`src/rtl/cardsup_pkg.sv`:
```
package cardsup_pkg;

    typedef struct packed {
        logic ovl_fault;
        logic vlow;
        logic present;
    } cardsup_stat_t;

    localparam int STAT_W = $bits(cardsup_stat_t);

    // Level the filtered switch settles at when a card is inserted.
    function automatic logic ins_level(input logic nc_sel);
        return nc_sel;
    endfunction

    function automatic int cnt_width(input int limit);
        return (limit < 2) ? 1 : $clog2(limit);
    endfunction

endpackage

```
`src/rtl/cardsup_detect.sv`:
```
module cardsup_detect
    import cardsup_pkg::*;
#(
    parameter int DEB_CYC = 16
) (
    input  logic clk,
    input  logic rst,
    input  logic det_raw,
    input  logic nc_sel,
    output logic stable_o,
    output logic ins_o
);
    localparam int CW = cnt_width(DEB_CYC);
    localparam logic [CW-1:0] LAST = CW'(DEB_CYC - 1);

    logic          s1_q, s2_q, stable_q, ins_q;
    logic [CW-1:0] cnt_q;

    always_ff @(posedge clk) begin
        if (rst) begin
            s1_q     <= 1'b1;
            s2_q     <= 1'b1;
            stable_q <= 1'b1;
            cnt_q    <= '0;
            ins_q    <= 1'b0;
        end else begin
            s1_q  <= det_raw;
            s2_q  <= s1_q;
            ins_q <= 1'b0;
            if (s2_q != stable_q) begin
                if (cnt_q == LAST) begin
                    stable_q <= s2_q;
                    cnt_q    <= '0;
                    ins_q    <= (s2_q == ins_level(nc_sel));
                end else begin
                    cnt_q <= cnt_q + 1'b1;
                end
            end else begin
                cnt_q <= '0;
            end
        end
    end

    assign stable_o = stable_q;
    assign ins_o    = ins_q;

    // the filtered level only moves after a full debounce window
    assert_debounce_window_R5: assert property (@(posedge clk) disable iff (rst)
        !$stable(stable_q) |-> ($past(cnt_q) == LAST));

endmodule

```
`src/rtl/cardsup_ovl_timer.sv`:
```
module cardsup_ovl_timer
    import cardsup_pkg::*;
#(
    parameter int OVL_CYC = 200000
) (
    input  logic clk,
    input  logic rst,
    input  logic en,
    input  logic ovl,
    output logic trip_o
);
    localparam int CW = cnt_width(OVL_CYC);
    localparam logic [CW-1:0] LAST = CW'(OVL_CYC - 1);

    logic [CW-1:0] cnt_q;

    assign trip_o = en && ovl && (cnt_q == LAST);

    always_ff @(posedge clk) begin
        if (rst || !en || !ovl || trip_o) begin
            cnt_q <= '0;
        end else begin
            cnt_q <= cnt_q + 1'b1;
        end
    end

    // the count never runs past the timeout
    assert_count_bound_R8: assert property (@(posedge clk) disable iff (rst)
        cnt_q <= LAST);

    // a dropped overload restarts the window
    assert_restart_R8: assert property (@(posedge clk) disable iff (rst)
        !ovl |=> (cnt_q == '0));

endmodule

```
`src/rtl/cardsup_top.sv`:
```
module cardsup_top
    import cardsup_pkg::*;
#(
    parameter int DEB_CYC = 16,
    parameter int OVL_CYC = 200000
) (
    input  logic             clk,
    input  logic             rst,
    input  logic             det_i,
    input  logic             ovl_i,
    input  logic             vlow_i,
    input  logic             bat_uv_i,
    input  logic             sel_i,
    input  logic             pwr_on_i,
    input  logic             cfg_we_i,
    input  logic             cfg_nc_i,
    output logic             irq_n_o,
    output logic             conv_en_o,
    output logic [STAT_W-1:0] status_o,
    output logic             stat_ok_o
);
    logic nc_q, sel_q, pwr_q, vlow_q, pend_q, tripped_q, ok_q;
    logic stable, ins_evt, trip, active, clr_evt, set_evt;
    cardsup_stat_t stat;

    assign active = !bat_uv_i;

    cardsup_detect #(.DEB_CYC(DEB_CYC)) u_det (
        .clk     (clk),
        .rst     (rst),
        .det_raw (det_i),
        .nc_sel  (nc_q),
        .stable_o(stable),
        .ins_o   (ins_evt)
    );

    cardsup_ovl_timer #(.OVL_CYC(OVL_CYC)) u_ovl (
        .clk   (clk),
        .rst   (rst),
        .en    (conv_en_o),
        .ovl   (ovl_i),
        .trip_o(trip)
    );

    assign clr_evt = (sel_i && !sel_q) || (pwr_on_i && !pwr_q);
    assign set_evt = (ins_evt && active) || trip || (vlow_i && !vlow_q && active);

    always_ff @(posedge clk) begin
        if (rst) begin
            nc_q      <= 1'b0;
            sel_q     <= 1'b0;
            pwr_q     <= 1'b0;
            vlow_q    <= 1'b0;
            pend_q    <= 1'b0;
            tripped_q <= 1'b0;
            ok_q      <= 1'b1;
        end else begin
            if (cfg_we_i) nc_q <= cfg_nc_i;
            sel_q  <= sel_i;
            pwr_q  <= pwr_on_i;
            vlow_q <= vlow_i;
            ok_q   <= active;
            if (set_evt)      pend_q <= 1'b1;
            else if (clr_evt) pend_q <= 1'b0;
            if (!pwr_on_i)    tripped_q <= 1'b0;
            else if (trip)    tripped_q <= 1'b1;
        end
    end

    always_comb begin
        stat.present   = (stable == ins_level(nc_q));
        stat.vlow      = vlow_q;
        stat.ovl_fault = tripped_q;
    end

    assign status_o  = stat;
    assign irq_n_o   = !pend_q;
    assign conv_en_o = pwr_on_i && !tripped_q && active;
    assign stat_ok_o = ok_q;

    // a clear edge with no competing event releases the line
    assert_clear_R6: assert property (@(posedge clk) disable iff (rst)
        (clr_evt && !set_evt) |=> irq_n_o);

    // an expired overload window removes the supply
    assert_trip_off_R8: assert property (@(posedge clk) disable iff (rst)
        trip |=> (!conv_en_o && !irq_n_o));

    // a held power request cannot re-enable a supply that is off
    assert_relatch_R9: assert property (@(posedge clk) disable iff (rst)
        (!conv_en_o && pwr_on_i && !bat_uv_i) |=> !conv_en_o);

    // battery undervoltage pulls the status pin low
    assert_uv_status_R10: assert property (@(posedge clk) disable iff (rst)
        bat_uv_i |=> !stat_ok_o);

    // the low-voltage flag reaches status without touching the enable
    assert_vlow_status_R7: assert property (@(posedge clk) disable iff (rst)
        vlow_i |=> status_o[1]);

endmodule

```
`config.mk`:
```
export PLATFORM = sky130hd
export DESIGN_NAME = cardsup_top
export DESIGN_NICKNAME = d
export VERILOG_FILES = /design/src/rtl/cardsup_pkg.sv /design/src/rtl/cardsup_detect.sv /design/src/rtl/cardsup_ovl_timer.sv /design/src/rtl/cardsup_top.sv
export SDC_FILE = /design/constraint.sdc
export NUM_CORES = 1
export LEC_CHECK = 0
export ABC_AREA = 0
export BUFFER_PORTS_ARGS = -buffer_cell sky130_fd_sc_hd__clkbuf_2
export CORE_ASPECT_RATIO = 0.6
export CORE_UTILIZATION = 60
export DETAILED_ROUTE_END_ITERATION = 16
export PLACE_DENSITY = 0.83
export SKIP_CTS_REPAIR_TIMING = 1
export SYNTH_ARGS = -nofsm -noshare
export SYNTH_HDL_FRONTEND = slang
export SYNTH_SLANG_ARGS = --single-unit
export TNS_END_PERCENT = 50
```
`constraint.sdc`:
```
create_clock -name clk -period 3.4 [get_ports clk]
set_input_delay 0.68 -clock clk [delete_from_list [all_inputs] [get_ports clk]]
set_output_delay 0.68 -clock clk [all_outputs]
set_load 0.02 [all_outputs]
```
== After elaboration in Yosys (flattened, before gate mapping) ==
Cells that the tools add are included.
Storage, ports and cells
  RAM bits: 0
  word-level logic and storage cells: 53
  bits in read-only memories: 0
  memories kept: 0
  input bits: 10
  bits in latches: 0
  flip-flop bits (word level): 33
Operators by class
  add/subtract/negate cells: 2
  divide/modulo/power cells: 0
  reduce and logical (&&, ||, !) cells: 28
  muxes and demuxes: 2
  order comparisons: 0
  eq/ne operators: 5
  bitwise logic cells: 3
  shift operators: 0
  multipliers: 0
Operators by type and width (count)
  $add 18x1->18 const B: 1
  $eq 18x18->1 const B: 1
  $logic_and 1x1->1: 9
  $logic_not 1->1: 8
  $logic_or 1x1->1: 6
  $reduce_or 3->1: 2
  $add 4x1->4 const B: 1
  $eq 4x4->1 const B: 1
  $not 1->1: 3
  $eq 1x1->1: 2
  $mux 1: 2
  $reduce_and 2->1: 1
  $reduce_bool 2->1: 1
  $reduce_or 2->1: 1
  $ne 1x1->1: 1

== Longest topological paths before layout ==
  word-level depth: 8
  mapped depth: 6

== Cells and area by module ==
From an unflattened synthesis, not the netlist that was laid out.
Unflattened totals
  cells, all modules: 149
  area, all modules: 1423.9 µm²
By module, submodules not included
  cardsup_ovl_timer: times used 1, area an instance 874.6 µm², cells an instance 94
  cardsup_detect: times used 1, area an instance 290.3 µm², cells an instance 29
  cardsup_top: times used 1, area an instance 259.0 µm², cells an instance 26

== Worst setup path after synthesis ==
Ideal clock, no wire load.
  kind: in2out
  start: in pwr_on_i
  end: out conv_en_o
  data required time: 2.720 ns
  arrival: 1.166 ns
  cell stages on the path: 2
  path buffers: 0
  path slack: 1.554 ns
  cells stage by stage: inv_1 nor3_1
On the way
  word-level cells in the longest chain between the ends: 2
Ends and longest elaborated chain
  start: declaration: RTL line cardsup_top.sv:14  | input logic pwr_on_i,
  $logic_and 1x1->1 (2 in series): RTL line cardsup_top.sv:78  | assign conv_en_o = pwr_on_i && !tripped_q && active;
  end: declaration: RTL line cardsup_top.sv:18  | output logic conv_en_o,
No other way between the ends.

== Final worst setup path ==
  start: reg u_ovl.cnt_q[0]
  end: reg u_ovl.cnt_q[7]
On the way
  word-level cells in the longest chain between the ends: 3
Ends and longest elaborated chain
  start: declaration: RTL line cardsup_ovl_timer.sv:15  | logic [CW-1:0] cnt_q;
  start signal: assignment: RTL line cardsup_ovl_timer.sv:23  | cnt_q <= cnt_q + 1'b1;
  branches (longest 3 deep; another with $add 18x1->18)
Parallel ways; which one is timed is not known.
A chain may end at the register's enable or synchronous reset.

==> results.py <==
metrics = {
    "logic_synthesis": {
        "synth_top_cell_by_area": "dfxtp_1",
        "synthTopCellsByCount": "33 x dfxtp_1, 21 x nor2_1, 9 x xnor2_1",
        "netlist_area_sq_mm": 0.001421,
        "synth-edff-count": 0,
        "ys_seq_area_frac": 0.4648,
        "async_reset_ff_frac": 0,
        "avgSynthCellArea_sq_um": 9.351,
        "yosysMostFrequentCell": "dfxtp_1",
        "yosysWarnings": 0,
        "synthFlopType": "dfxtp_1",
        "netlist.area_leader.share": 0.4648,
        "ys_top_cells_by_area": "dfxtp_1 46%, nor2_1 5.5%, xnor2_1 5.5%",
        "syn-num-nets": 164,
        "ys_types": 36,
        "synth_seq_cells": 33,
        "synthCells": 152,
    },
    "clock_network": {
        "path_clk_slew_ns": 0.06,
        "htreeDepth": 2,
        "numCtsBuffers": 5,
        "cts-root-buf": "clkbuf_8",
        "clockBufferDepth": 2,
        "numClockSinks": 33,
        "cts_tree": "done",
        "worstSkewPairLatency_ns": 0.28,
    },
    "pwr": {
        "ir_worst_vdd_v": 0.0004508,
        "powerDensity_mw_per_mm2": 492.9,
        "p_leak_nw": 0.6062,
    },
    "route": {
        "routed_wl_mm": 2.739,
        "vias_per_cell": 5.500,
        "vias": 1100,
        "dr.pass1.iters": 4,
        "drc_errors": 0,
        "wire_per_inst_um": 13.70,
        "drtIter0Drc": 69,
        "drt.antenna.violating_nets": 0,
    },
    "die": {
        "core_area_sq_mm": 0.002196,
        "die_area_sq_mm": 0.002574,
        "initial_core_util": 0.6473,
        "io_pins": 16,
        "die_w_um": 64.84,
        "die_h_um": 39.70,
        "rows": 13,
    },
    "worst_hold_path": {
        "min_path_type": "reg -> reg",
    },
    "setup_path": {
        "worstSetupPathType": "reg -> reg",
        "cp.required_ns": 3.54,
        "end_kind": "flip-flop",
        "critical_path.startpoint_type": "flip-flop",
        "path_max_fanout": 17,
        "worstPathArrival_ns": 2.15,
    },
    "timing": {
        "finalCritPeriodShare": 0.5920,
        "finalMaxSlewViolations": 0,
        "fin_worst_skew_ns": 0.004304,
        "tns_ns": 0,
        "clock.fmax_mhz": 496.8,
        "hold_viol_final": 0,
        "layout_min_cycle_time_ns": 2.013,
        "worst_pin_slew_ns": 0.6971,
        "rsz0062_at_grt": "no",
        "slew-limit-headroom": 0.5352,
        "setup-violations-final": 0,
    },
    "global_route": {
        "gr-total-overflow": 0,
        "grt_pass1_wl_mm": 4.443,
        "grt_usage": 0.2566,
        "grt_pass1_vias": 926,
        "grt_max_degree": 18,
        "antenna_found_initial": 0,
    },
    "placed_design": {
        "gp_congestion": 0.9671,
        "placed_area_sq_mm": 0.001499,
        "hpwl_mm": 1.919,
        "port_buffers": 15,
    },
    "layout": {
        "reg_top3": "u_ovl.cnt_q: 18 flops, u_det.cnt_q: 4 flops",
        "antenna_cells": 0,
        "largest_reg_flops": 18,
        "drive_above_1_share": 0.1706,
        "regMostFlops": "u_ovl.cnt_q",
        "layout.nets": 181,
        "area_growth_pct": 13.64,
        "stdcell_area_sq_mm": 0.001615,
        "utilization": 0.7356,
    },
    "job": {
        "drv_cap": 0,
    },
    "outcome": {
        "status": "finished clean",
    },
}
==> worst max-delay path, cell delays in order (launching register included) <==
cell,delay [ns]
dfxtp_1,0.38
ha_1,0.24
nand4_2,0.20
or2_4,0.31
o31ai_4,0.62
nor2_1,0.12
==> through the flow <==
stage          cells  total power [W]  setup WS [ns]  hold slack, ns
3_5_place_dp     192        0.0004333          1.391          0.3983
6_report         200        0.0007962          1.387          0.4357
5_1_grt          200        0.0008268          1.203          0.4617
3_3_place_gp     192        0.0004318          1.479          0.3921
2_1_floorplan    152        0.0004223          1.554          0.3895
4_1_cts          200        0.0008023          1.383          0.4381
==> layout by cell type, fill, tap and decap left out, types with 2 or more instances in the layout <==
master	instances
nor3_1	4
dfxtp_1	33
nand3_1	8
clkbuf_2	15
or3_1	4
ha_1	2
xnor2_1	9
a21oi_1	4
nand2b_1	4
nor2_1	21
nor4_1	4
and3_1	4
or2_2	2
nor2b_1	2
o21ai_0	2
xor2_1	8
nand3b_1	2
nand2_1	5
nand4_1	7
clkbuf_8	6
inv_1	7
o22ai_1	2
mux2i_1	2
==> area by class of cell <==
class / instances / area (sq um)
clock inverters: 1 / 30.03
clock buffers: 7 / 86.33
well taps: 30 / 37.54
multi-input cells: 107 / 699.4
flip-flops and latches: 33 / 660.6
fillers: 159 / 580.6
repair buffers: 15 / 75.07
inverters: 7 / 26.28
==> kinds of logic (layout without fill, tap and decap cells) <==
group           Yosys count  after routing  share of synthesized area
simple gates             74             74                     0.2914
fa+ha+maj                 2              2                    0.01760
buf+inv                  12             30                    0.04313
compound gates           11             11                    0.05634
mux                       3              3                    0.02201
xor+xnor                 17             17                     0.1048
flops                    33             33                     0.4648
==> metal layers <==
layer | part of all wire | GRT usage | up-vias
met5 | 0 | 0 | -
met4 | 0.0088 | 0.08333 | 0
met3 | 0.053 | 0.1250 | 4
met2 | 0.41 | 0.3438 | 30
met1 | 0.53 | 0.3497 | 504
li1 | - | - | 562
==> final timing paths <==
| kind | start | endpoint | slack [ns] | cells past startpoint |
|---|---|---|---|---|
| worst min-delay path | u_det.s1_q | u_det.s2_q | 0.44 | 1 |
| worst max-delay path | u_ovl.cnt_q[0] | u_ovl.cnt_q[7] | 1.39 | 5 |
| worst min register to register | u_det.s1_q | u_det.s2_q | 0.44 | 1 |
| worst max register to register | u_ovl.cnt_q[0] | u_ovl.cnt_q[7] | 1.39 | 5 |
==> report_power, final <==
| part | internal, W | switching (W) |
|---|---|---|
| logic | 0.0000131 | 0.0000170 |
| clock network | 0.000239 | 0.000132 |
| registers | 0.000392 | 0.00000277 |
| total | 0.000644 | 0.000152 |
Note: power is estimated with default switching activity, not from simulation.
